`config.mk`:
```
export PLATFORM = sky130hd
export DESIGN_NAME = reset_hub
export DESIGN_NICKNAME = d
export VERILOG_FILES = /design/src/rtl/rsthub_pkg.sv /design/src/rtl/pin_width_filter.sv /design/src/rtl/cause_flags.sv /design/src/rtl/release_stretch.sv /design/src/rtl/reset_hub.sv
export SDC_FILE = /design/constraint.sdc
export NUM_CORES = 1
export LEC_CHECK = 0
export BUFFER_PORTS_ARGS = -buffer_cell sky130_fd_sc_hd__buf_2
export CAP_MARGIN = 20
export CORE_MARGIN = 1.5
export CORE_UTILIZATION = 39
export CTS_CLUSTER_DIAMETER = 200
export DETAILED_ROUTE_END_ITERATION = 12
export GPL_TIMING_DRIVEN = 0
export PLACE_DENSITY = 0.79
export SLEW_MARGIN = 25
export SYNTH_ARGS = -nofsm -noshare
export SYNTH_HDL_FRONTEND = slang
export SYNTH_SLANG_ARGS = --single-unit
```
`constraint.sdc`:
```
create_clock -name clk -period 2.2 [get_ports clk]
set_input_delay 0.33 -clock clk [delete_from_list [all_inputs] [get_ports clk]]
set_output_delay 0.33 -clock clk [all_outputs]
set_load 0.005 [all_outputs]
```
`src/rtl/rsthub_pkg.sv`:
```
package rsthub_pkg;
  localparam int CAUSE_W   = 8;
  localparam int CAUSE_WDT = 0;
  localparam int CAUSE_LVD = 1;

  typedef struct packed {
    logic por;
    logic lvd;
    logic wdt;
    logic ext;
  } rst_src_t;
endpackage

```
`src/rtl/pin_width_filter.sv`:
```
module pin_width_filter #(
  parameter int MIN_TICKS = 10
) (
  input  logic clk,
  input  logic srst,
  input  logic tick,
  input  logic supply_ok,
  input  logic pin_n,
  output logic hit
);
  localparam int CW = $clog2(MIN_TICKS + 1);
  localparam logic [CW-1:0] FULL = CW'(MIN_TICKS);

  logic [CW-1:0] cnt;

  always_ff @(posedge clk) begin
    if (srst || pin_n)
      cnt <= '0;
    else if (tick && supply_ok && cnt != FULL)
      cnt <= cnt + 1'b1;
  end

  assign hit = (cnt == FULL);


  pin_high_clears_chk: assert property (@(posedge clk) disable iff (srst)
    pin_n |=> !hit);

  count_needs_supply_chk: assert property (@(posedge clk) disable iff (srst)
    $rose(hit) |-> $past(tick && supply_ok && !pin_n));
endmodule

```
`src/rtl/cause_flags.sv`:
```
module cause_flags
  import rsthub_pkg::*;
(
  input  logic               clk,
  input  logic               srst,
  input  logic               wdt_set,
  input  logic               lvd_set,
  input  logic               rd,
  output logic [CAUSE_W-1:0] flags
);
  logic [CAUSE_W-1:0] set_vec;

  always_comb begin
    set_vec = '0;
    set_vec[CAUSE_WDT] = wdt_set;
    set_vec[CAUSE_LVD] = lvd_set;
  end

  always_ff @(posedge clk) begin
    if (srst)
      flags <= '0;
    else
      flags <= (rd ? '0 : flags) | set_vec;
  end


  por_wipes_chk: assert property (@(posedge clk)
    srst |=> (flags == '0));

  wdt_flag_chk: assert property (@(posedge clk) disable iff (srst)
    wdt_set |=> flags[CAUSE_WDT]);

  read_clears_chk: assert property (@(posedge clk) disable iff (srst)
    (rd && !wdt_set && !lvd_set) |=> (flags == '0));
endmodule

```
`src/rtl/release_stretch.sv`:
```
module release_stretch
  import rsthub_pkg::*;
#(
  parameter int RELEASE_CYC = 16
) (
  input  logic     clk,
  input  rst_src_t src,
  output logic     rst_o,
  output logic     lvd_dom_o,
  output logic     por_dom_o
);
  localparam int HW = $clog2(RELEASE_CYC + 1);
  localparam logic [HW-1:0] LAST = HW'(RELEASE_CYC - 1);

  logic          any_src;
  logic [HW-1:0] hold;

  assign any_src = src.por | src.lvd | src.wdt | src.ext;

  always_ff @(posedge clk) begin
    if (src.por) begin
      rst_o     <= 1'b1;
      lvd_dom_o <= 1'b1;
      por_dom_o <= 1'b1;
      hold      <= '0;
    end else if (any_src) begin
      rst_o <= 1'b1;
      hold  <= '0;
      if (src.wdt || src.ext)
        lvd_dom_o <= 1'b1;
    end else if (rst_o) begin
      if (hold == LAST) begin
        rst_o     <= 1'b0;
        lvd_dom_o <= 1'b0;
        por_dom_o <= 1'b0;
        hold      <= '0;
      end else begin
        hold <= hold + 1'b1;
      end
    end
  end


  request_asserts_chk: assert property (@(posedge clk) disable iff (src.por)
    any_src |=> rst_o);

  release_quiet_chk: assert property (@(posedge clk) disable iff (src.por)
    $fell(rst_o) |-> $past(!any_src));

  lvd_spared_chk: assert property (@(posedge clk) disable iff (src.por)
    (src.lvd && !src.wdt && !src.ext && !rst_o) |=> !lvd_dom_o);
endmodule

```
`src/rtl/reset_hub.sv`:
```
module reset_hub
  import rsthub_pkg::*;
#(
  parameter int MIN_TICKS   = 10,
  parameter int RELEASE_CYC = 16,
  parameter int N_OSC       = 4,
  parameter int N_PORT      = 8,
  parameter int LOW_PIN     = 5
) (
  input  logic               clk,
  input  logic               por_i,
  input  logic               tick_i,
  input  logic               supply_ok_i,
  input  logic               ext_rst_n_i,
  input  logic               lvd_req_i,
  input  logic               wdt_ovf_i,
  input  logic               cause_rd_i,
  input  logic [N_OSC-1:0]   osc_req_i,
  input  logic [N_PORT-1:0]  port_oe_i,
  input  logic [N_PORT-1:0]  port_do_i,
  output logic [CAUSE_W-1:0] cause_o,
  output logic               sys_rst_o,
  output logic               wdt_rst_o,
  output logic               lvd_rst_o,
  output logic               ram_keep_o,
  output logic [N_OSC-1:0]   osc_en_o,
  output logic [N_PORT-1:0]  port_oe_o,
  output logic [N_PORT-1:0]  port_do_o
);
  logic     ext_hit;
  logic     rst_q;
  logic     lvd_dom;
  logic     por_dom;
  rst_src_t src;

  pin_width_filter #(.MIN_TICKS(MIN_TICKS)) u_filter (
    .clk       (clk),
    .srst      (por_i),
    .tick      (tick_i),
    .supply_ok (supply_ok_i),
    .pin_n     (ext_rst_n_i),
    .hit       (ext_hit)
  );

  assign src.por = por_i;
  assign src.lvd = lvd_req_i;
  assign src.wdt = wdt_ovf_i;
  assign src.ext = ext_hit;

  release_stretch #(.RELEASE_CYC(RELEASE_CYC)) u_stretch (
    .clk       (clk),
    .src       (src),
    .rst_o     (rst_q),
    .lvd_dom_o (lvd_dom),
    .por_dom_o (por_dom)
  );

  cause_flags u_cause (
    .clk     (clk),
    .srst    (por_i),
    .wdt_set (wdt_ovf_i),
    .lvd_set (lvd_req_i),
    .rd      (cause_rd_i),
    .flags   (cause_o)
  );

  assign sys_rst_o  = rst_q;
  assign wdt_rst_o  = rst_q;
  assign lvd_rst_o  = lvd_dom;
  assign ram_keep_o = ~por_dom;
  assign osc_en_o   = rst_q ? '0 : osc_req_i;

  for (genvar i = 0; i < N_PORT; i++) begin : g_port
    if (i == LOW_PIN) begin : g_low
      assign port_oe_o[i] = rst_q ? 1'b1 : port_oe_i[i];
      assign port_do_o[i] = rst_q ? 1'b0 : port_do_i[i];
    end else begin : g_hiz
      assign port_oe_o[i] = rst_q ? 1'b0 : port_oe_i[i];
      assign port_do_o[i] = port_do_i[i];
    end
  end


  por_drops_keep_chk: assert property (@(posedge clk)
    por_i |=> !ram_keep_o);

  wdt_dom_chk: assert property (@(posedge clk) disable iff (por_i)
    wdt_ovf_i |=> wdt_rst_o);
endmodule

```
==> impl_metrics.py, run 1 <==
metrics = {
    "status": {
        "status": "completed",
    },
    "clocking": {
        "cts_tree": "done",
        "cts_hold_buffers": 0,
        "clk_pin_slew_ps": 90,
        "cts_sinks": 14,
        "clock_path_buffers": 2,
        "cts_resized": 0,
        "numCtsBuffers": 3,
        "cts.htree.levels": 1,
        "cts-root-buf": "clkbuf_4",
        "insertion_delay_ps": 280,
        "post_cts_buffers": 0,
    },
    "timing": {
        "whs_ps": 265,
        "rsz0062_at_grt": "false",
        "finalCritPeriodShare_pct": 81.6,
        "fin_setup_tns_ps": 0,
        "finalHoldViolCount": 0,
        "post-route-min-period_ps": 1790,
        "drv_slew": 0,
        "skew_ps": 3.67,
        "fmax_mhz": 557,
        "fin_ws_ps": 405,
        "setup_violations": 0,
    },
    "pwr": {
        "cellInternalPower_uw": 401,
        "power.density_mw_per_mm2": 462,
        "pwr-share-comb_pct": 12.7,
        "clockPowerShare_pct": 36.7,
        "p_sw_share_pct": 22.0,
        "ir_worst_vdd_v": 0.000320,
        "switching_power_uw": 113,
        "seqPwrFrac_pct": 50.7,
        "p_leak_uw": 0.000562,
    },
    "grt": {
        "grt_pass1_vias": 597,
        "grt_max_degree": 11,
        "antenna_found_initial": 0,
        "grt_pass1_wl_mm": 2.15,
        "grt_use_total_pct": 13.5,
        "grt_overflow": 0,
    },
    "worst_hold_path": {
        "hp-class": "in2reg",
    },
    "drt": {
        "vias_per_cell": 4.52,
        "num_vias": 795,
        "antenna_left": 0,
        "drc": 0,
        "routed_wirelength_mm": 1.59,
        "first_iter_violations": 7,
        "detail_route.wl_per_cell_um": 9.05,
        "first_pass_iters": 3,
    },
    "floorplanning": {
        "ios": 60,
        "row_count": 16,
        "chipHeight_um": 48.1,
        "die_area_mm2": 0.00231,
        "die_w_um": 48.1,
        "coreArea_mm2": 0.00194,
        "start_util_pct": 40.8,
    },
    "place": {
        "io_buffers": 46,
        "dpl-instance-area_mm2": 0.00107,
        "dp_slack_ps": 422,
        "place_inst": 172,
        "dp_hpwl_mm": 1.32,
        "gp_congestion": 0.639,
    },
    "synthesis": {
        "syn_avg_cell_area_um2": 8.43,
        "synth_area_um2": 792,
        "synth.distinct_cells": 29,
        "ys_seq_area_share_pct": 35.4,
        "synth_edf_count": 0,
        "yosys_warnings": 0,
        "synth_flop_cell": "dfxtp_1",
        "synth_seq_cells": 14,
        "async_flop_share_pct": 0,
        "syn_inst": 94,
    },
    "worst_setup_path": {
        "max_stage_delay_ps": 420,
        "cpMaxStageDelayCell": "or4_4",
        "crit_required_ps": 2370,
        "worstPathMaxFanout": 7,
        "critPathArrivalTime_ps": 1970,
        "cp_cell_sequence": "inv_1, ha_1, and3b_4, or4_4, buf_6, o32a_1",
        "startpoint_type": "flop",
        "critPathCaptureType": "flop",
        "crit_type": "reg2reg",
    },
    "flow_run": {
        "maxCapViolations": 0,
    },
    "layout": {
        "final_cell_area_mm2": 0.00111,
        "drive_above_1_share_pct": 45.6,
        "nNetsFinal": 181,
        "final_cells": 176,
        "area_growth_pct": 40.3,
        "diodes": 0,
    },
}
synth_stat cells, types with 3 or more instances:
cell type / instances / area (µm²)
ha_1: 3 / 37.5
nor2_1: 6 / 22.5
a21oi_1: 7 / 35.0
inv_1: 3 / 11.3
dfxtp_1: 14 / 280
nand2_1: 5 / 18.8
buf_4: 14 / 105
nor2b_1: 12 / 75.1
or3_1: 4 / 25.0
logic make-up (layout without fill, tap and decap cells):
kind of cell,Yosys count,in the layout,synth area share [%]
and+or+nand+nor,40,40,29.4
buffers and inverters,20,70,17.1
DFF,14,14,35.4
AOI/OAI and AO/OA,13,13,9.48
adders and majority gates,3,3,4.74
xor gates and xnor gates,2,2,2.21
other,1,6,0.473
muxes,1,1,1.26
layer usage:
layer | GRT usage [%] | vias to the layer above | wire length, µm
li1 | - | 406 | -
met1 | 12.0 | 335 | 634
met2 | 24.3 | 50 | 741
met3 | 4.91 | 4 | 196
met4 | 10.3 | 0 | 21
met5 | 0 | - | 0
power groups by stage:
stage | clock network (µW) | logic [µW] | registers [µW]
6_report | 188 | 65.1 | 260
5_1_grt | 203 | 72.8 | 261
4_1_cts | 197 | 65.8 | 260
3_5_place_dp | 0 | 65.6 | 266
3_3_place_gp | 0 | 63.9 | 266
2_1_floorplan | 0 | 36.0 | 266
cell usage in the layout, fill, tap and decap left out, drive strengths merged:
cell and instances:
a21o 1, nor2 6, inv 3, buf 61, nand3b 1, nand2b 1, conb 6, or4 1
ha 3, a21oi 7, o21ai 3, nand3 2, o31ai 1, nand4 2, mux2i 1, clkbuf 6
nand4b 1, o32a 1, or3 4, and3b 1, nor2b 12, xor2 2, nor3 2, dfxtp 14
or2 2, nand2 5
sequential cells by signal, indices dropped and copies added, names as in the netlist:
signal / cells
u_cause.flags: 2
u_stretch.rst_o: 1
u_stretch.hold: 5
u_stretch.por_dom_o: 1
u_filter.cnt: 4
u_stretch.lvd_dom_o: 1
cell type report:
| type | instances | area [µm²] |
|---|---|---|
| fillers | 174 | 831 |
| clock buffers | 4 | 36.3 |
| well taps | 27 | 33.8 |
| repair buffers | 46 | 230 |
| flip-flops and latches | 14 | 280 |
| plain buffers | 17 | 124 |
| multi-input cells | 65 | 395 |
| inverters | 3 | 11.3 |
stage by stage:
stage | total power, µW | util (%)
floorplan | 302 | -
global placement | 330 | 55.3
detailed placement | 332 | 55.3
CTS | 523 | 57.2
global route | 537 | 57.2
finish | 514 | 57.2
critical path, delay by kind of cell, from the launching register on:
family | cells | cell delay (ps)
buffers and inverters | 2 | 210
AND/OR/NAND/NOR | 2 | 620
flip-flops | 1 | 390
AO/OA/AOI/OAI | 1 | 280
adder cells (fa/ha/maj) | 1 | 190
final timing paths:
| kind | slack, ps | start | depth (start not counted) | endpoint |
|---|---|---|---|---|
| setup / recovery | 410 | u_filter.cnt[0] | 6 | u_stretch.por_dom_o |
| hold / removal | 260 | wdt_ovf_i | 3 | u_stretch.lvd_dom_o |
| setup reg to reg | 410 | u_filter.cnt[0] | 6 | u_stretch.por_dom_o |
| hold reg to reg | 460 | u_stretch.lvd_dom_o | 2 | u_stretch.lvd_dom_o |
Note: power is estimated with default switching activity, not from simulation.
==> inputs of run 2 (changes only) <==
clock period = 1.7 ns   (was 2.2 ns; I/O delays follow)
==> run 2 against run 1 <==
Non-clock buffer count unchanged. First-iteration DRC count is the same. Core utilization down 0.13 points. Die area unchanged. Wire length is 1.3% higher. Combinational power increased by 29%. Flip-flop and latch count stayed put. Maximum frequency increased by 8.9%. Sequential power increased by 29%. Final area down 0.23%. Critical path depth fell by 1. Hold slack worse by 75 ps. Critical path type unchanged. Critical endpoint unchanged. Largest cell class unchanged.
==> impl_metrics.py, run 2 (synthesized netlist as in run 1, its figures left out) <==
metrics = {
    "grt": {
        "grt_use_total_pct": 13.8,
        "grt_pass1_wl_mm": 2.21,
        "grt_max_degree": 11,
        "antenna_found_initial": 0,
        "grt_overflow": 0,
        "grt_pass1_vias": 609,
    },
    "worst_setup_path": {
        "path_buf_inv": 1,
        "worstPathMaxFanout": 7,
        "cpMaxStageDelayCell": "or4_4",
        "cp_top_family": "simple AND/OR/NAND/NOR gates",
        "max_stage_delay_ps": 470,
        "critPathArrivalTime_ps": 1820,
        "reg2regPathDepth": 5,
        "reg2reg_to": "u_stretch.por_dom_o",
        "cp_cell_sequence": "inv_1, ha_1, and3b_4, or4_4, o32a_1",
        "reg2reg_from": "u_filter.cnt[0]",
        "critPathCaptureType": "flop",
        "worstSetupPathDepth": 5,
        "reg2reg_slack_ps": 50,
        "startpoint_type": "flop",
        "crit_type": "reg2reg",
        "crit_required_ps": 1880,
    },
    "floorplanning": {
        "ios": 60,
        "row_count": 16,
        "chipHeight_um": 48.1,
        "start_util_pct": 40.8,
        "die_area_mm2": 0.00231,
        "coreArea_mm2": 0.00194,
        "die_w_um": 48.1,
    },
    "layout": {
        "final_cells": 176,
        "largest_reg_flops": 5,
        "reg.largest.list": "u_stretch.hold (5), u_filter.cnt (4), u_cause.flags (2)",
        "top_register": "u_stretch.hold",
        "final_cell_mix": "buf_2 (46), buf_4 (15), dfxtp_1 (13)",
        "fillers": 176,
        "nNetsFinal": 181,
        "final_common_cell": "buf_2",
        "area_growth_pct": 40.0,
        "diodes": 0,
        "final_cell_area_mm2": 0.00111,
        "drive_above_1_share_pct": 46.3,
    },
    "pwr": {
        "power.density_mw_per_mm2": 599,
        "p_leak_uw": 0.000562,
        "ir_worst_vdd_v": 0.000414,
    },
    "clocking": {
        "clk_pin_slew_ps": 90,
        "insertion_delay_ps": 280,
        "cts_sinks": 14,
        "cts_tree": "done",
        "cts.htree.levels": 1,
        "clock_path_buffers": 2,
        "numCtsBuffers": 3,
        "cts-root-buf": "clkbuf_4",
    },
    "place": {
        "dp_hpwl_mm": 1.32,
        "gp_congestion": 0.639,
        "place_inst": 172,
        "dpl-instance-area_mm2": 0.00107,
        "dp_slack_ps": -77.6,
        "io_buffers": 46,
    },
    "timing": {
        "finalHoldViolCount": 0,
        "skew_ps": 3.75,
        "whs_ps": 190,
        "finalCritPeriodShare_pct": 96.9,
        "fin_ws_ps": 52.4,
        "setup_violations": 0,
        "post-route-min-period_ps": 1650,
        "fmax_mhz": 607,
        "drv_slew": 0,
        "rsz0062_at_grt": "false",
    },
    "worst_hold_path": {
        "hold_depth": 3,
        "hp-class": "in2reg",
        "hp-start": "wdt_ovf_i",
        "min_to": "u_stretch.lvd_dom_o",
    },
    "drt": {
        "vias_per_cell": 4.55,
        "first_pass_iters": 3,
        "first_iter_violations": 7,
        "drc": 0,
        "antenna_left": 0,
        "detail_route.wl_per_cell_um": 9.17,
        "num_vias": 800,
        "routed_wirelength_mm": 1.61,
    },
    "flow_run": {
        "maxCapViolations": 0,
    },
    "status": {
        "status": "completed",
    },
}
[run 2: cell counts in the layout (fill, tap and decap cells not counted)]
Identical to the previous run, type by type.
[run 2: how the worst max path moves through the flow]
| stage | from | to |
|---|---|---|
| floorplan | u_filter.cnt[0] | u_stretch.por_dom_o |
| global placement | u_filter.cnt[0] | u_stretch.por_dom_o |
| detailed placement | u_filter.cnt[0] | u_stretch.por_dom_o |
| CTS | u_filter.cnt[0] | u_stretch.por_dom_o |
| global route | u_filter.cnt[0] | u_stretch.por_dom_o |
| finish | u_filter.cnt[0] | u_stretch.por_dom_o |
[run 2: through the flow]
stage	util, %	setup TNS (ps)	total power (µW)
after floorplan	-	0	391
after global placement	55.3	-43.9	427
after detailed placement	55.3	-77.6	429
after CTS	57.1	0	676
after global routing	57.1	0	694
final	57.1	0	664
[run 2: layout make-up]
cell class / count / area (µm²) / share of cell area [%]
Inverter: 3 / 11.3 / 1.02
Tap cell: 27 / 33.8 / 3.05
Clock buffer: 4 / 36.3 / 3.27
Sequential cell: 14 / 282 / 25.4
Buffer: 16 / 113 / 10.2
Timing Repair Buffer: 47 / 238 / 21.4
Multi-Input combinational cell: 65 / 395 / 35.7
[run 2: worst reg2reg max path: cells and delay by family, from the launching register on]
family	cells	cell delay, ps
and+or+nand+nor	2	670
adders and majority gates	1	180
DFF	1	340
AOI/OAI and AO/OA	1	310
buffers and inverters	1	40
[run 2: routing by layer]
| layer | up-vias | GRT usage (%) | part of all wire (%) |
|---|---|---|---|
| met5 | - | 0 | 0 |
| met4 | 0 | 10.3 | 1.3 |
| met3 | 4 | 4.91 | 12 |
| met2 | 50 | 25.1 | 47 |
| met1 | 340 | 12.2 | 39 |
| li1 | 406 | - | - |
[run 2: power breakdown]
group | switching (µW) | internal (µW) | total [µW]
sequential | 3.39 | 333 | 336
clock | 113 | 130 | 244
combinational | 29.8 | 54.2 | 84.0
[run 2: timing repair]
item	in CTS	in global routing
hold endpoints to repair	0	0
setup endpoints to repair	1	0
hold buffers	0	0
buffers inserted	1	0
resized for setup	1	0
==> inputs of run 3 (changes only) <==
ABC_AREA = 1   (was not set)
CORE_UTILIZATION = 41   (was 39)
CTS_CLUSTER_DIAMETER = 120   (was 200)
==> run 3 against run 2 <==
Final cell count grew 20%. Synthesized area grew 13%. Maximum frequency grew 14%. Core utilization grew 3.5 points. Wire length grew 15%. Sequential share of layout area shrank 2.3 points. Clock skew shrank 2.6 ps. Via count grew 14%. Critical path type is now reg2out. Critical endpoint is now osc_en_o[0].
==> impl_metrics.py, run 3 <==
metrics = {
    "status": {
        "status": "completed",
    },
    "synthesis": {
        "synth_top_area_share_pct": 31.3,
        "synthTopCellsByArea": "dfxtp_1 (31%), buf_4 (12%), inv_1 (9.2%), nand2_1 (8.8%), nor2_1 (7.6%)",
        "synth_area_um2": 895,
        "async_flop_share_pct": 0,
        "syn_avg_cell_area_um2": 6.93,
        "ys_top_cells_by_count": "inv_1 (22), nand2_1 (21), nor2_1 (18)",
        "synth_most_common_cell": "inv_1",
        "ys_seq_area_share_pct": 31.3,
        "synth_seq_cells": 14,
        "synth_flop_cell": "dfxtp_1",
        "synth_edf_count": 0,
        "synth_top_cell_by_area": "dfxtp_1",
        "yosys_warnings": 0,
        "syn_inst": 129,
        "synth.distinct_cells": 27,
    },
    "worst_setup_path": {
        "cp_cell_sequence": "buf_6, buf_2, nor2_1, buf_2",
        "cpMaxStageDelayCell": "dfxtp_1",
        "critPathCaptureType": "output pin",
        "startpoint_type": "flop",
        "cpMostUsedCell": "buf_2",
        "critPathArrivalTime_ps": 1190,
        "crit_start": "u_stretch.rst_o",
        "crit_required_ps": 1440,
        "crit_type": "reg2out",
        "reg2reg_from": "u_filter.cnt[0]",
        "worstPathMaxFanout": 10,
        "max_stage_delay_ps": 360,
    },
    "clocking": {
        "cts_resized": 0,
        "cts.htree.levels": 1,
        "numCtsBuffers": 3,
        "clk_pin_slew_ps": 90,
        "cts-root-buf": "clkbuf_4",
        "cts_sinks": 14,
        "cts_hold_buffers": 0,
        "cts_tree": "done",
        "insertion_delay_ps": 270,
        "clock_path_buffers": 2,
        "post_cts_buffers": 0,
    },
    "layout": {
        "top_register": "u_stretch.hold",
        "multi_input_area_um2": 414,
        "final_common_cell": "buf_2",
        "final_cell_area_mm2": 0.00121,
        "largest_reg_flops": 5,
        "diodes": 0,
        "nNetsFinal": 216,
        "area_growth_pct": 35.7,
        "reg.largest.list": "u_stretch.hold (5), u_filter.cnt (4), u_cause.flags (2)",
        "regArea_um2": 280,
        "drive_above_1_share_pct": 43.5,
        "fillers": 183,
        "final_cell_mix": "buf_2 (47), inv_1 (22), nand2_1 (21)",
    },
    "worst_hold_path": {
        "hp-start": "wdt_ovf_i",
        "hp-class": "in2reg",
    },
    "floorplanning": {
        "coreArea_mm2": 0.00200,
        "start_util_pct": 44.7,
        "chipHeight_um": 49.7,
        "ios": 60,
        "row_count": 16,
        "die_w_um": 49.7,
        "die_area_mm2": 0.00247,
    },
    "drt": {
        "first_iter_violations": 9,
        "detail_route.wl_per_cell_um": 8.79,
        "num_vias": 909,
        "drc": 0,
        "routed_wirelength_mm": 1.85,
        "antenna_left": 0,
        "first_pass_iters": 4,
        "vias_per_cell": 4.31,
    },
    "timing": {
        "setup_violations": 0,
        "finalCritPeriodShare_pct": 85.2,
        "whs_ps": 196,
        "post-route-min-period_ps": 1450,
        "fin_setup_tns_ps": 0,
        "finalHoldViolCount": 0,
        "rsz0062_at_grt": "false",
        "skew_ps": 1.16,
        "fmax_mhz": 690,
        "drv_slew": 0,
    },
    "flow_run": {
        "maxCapViolations": 0,
    },
    "pwr": {
        "power.density_mw_per_mm2": 554,
        "p_leak_uw": 0.000678,
        "ir_worst_vdd_v": 0.000430,
        "power.total_uw": 672,
    },
    "grt": {
        "grt_max_degree": 11,
        "grt_pass1_vias": 767,
        "grt_pass1_wl_mm": 3.13,
        "antenna_found_initial": 0,
        "grt_overflow": 0,
        "grt_use_total_pct": 15.7,
    },
    "place": {
        "io_buffers": 46,
        "gp_congestion": 0.735,
        "dpl-instance-area_mm2": 0.00118,
        "dp_hpwl_mm": 1.58,
    },
}
run 3: worst paths after layout:
check / endpoint / slack [ps] / depth (start not counted)
max reg2reg: u_stretch.lvd_dom_o / 420 / 8
min reg2reg: u_stretch.por_dom_o / 450 / 2
max: osc_en_o[0] / 250 / 4
min: u_stretch.lvd_dom_o / 200 / 3
run 3: layout make-up:
| type | instances | share of cell area, % |
|---|---|---|
| Clock buffer | 4 | 2.99 |
| Tap cell | 27 | 2.78 |
| Timing Repair Buffer | 46 | 19.0 |
| Multi-Input combinational cell | 78 | 34.1 |
| Sequential cell | 14 | 23.1 |
| Buffer | 16 | 10.0 |
| Inverter | 26 | 8.04 |
run 3: cell families after synthesis:
logic type / synth area share, %
fa+ha+maj: 4.20
xor+xnor: 0.979
flops: 31.3
other cells: 0.419
simple gates: 32.6
compound gates: 4.89
buf+inv: 24.5
mux: 1.12
run 3: per-layer routing:
layer	global-route usage, %	vias to the layer above	part of all wire, %
met5	0	-	0
met4	1.39	0	0
met3	4.55	0	10
met2	30.9	46	48
met1	16.8	382	42
li1	-	481	-
run 3: report_power, final:
group / leakage (µW) / total, µW / switching (µW) / internal, µW
clock network: 0.0000210 / 238 / 108 / 130
registers: 0.000114 / 338 / 4.71 / 334
logic: 0.000543 / 95.7 / 41.3 / 54.4
total: 0.000678 / 672 / 154 / 518
run 3: stage by stage:
step	setup slack (ps)	util, %	cells
2_1_floorplan	543	-	134
3_3_place_gp	476	58.8	207
3_5_place_dp	430	58.8	207
4_1_cts	236	60.6	211
5_1_grt	169	60.6	211
6_report	252	60.6	211
run 3: critical path, delay by kind of cell (launching register included):
kind | cells | cell delay [ps]
buffers and inverters | 3 | 480
and+or+nand+nor | 1 | 80
DFF | 1 | 360
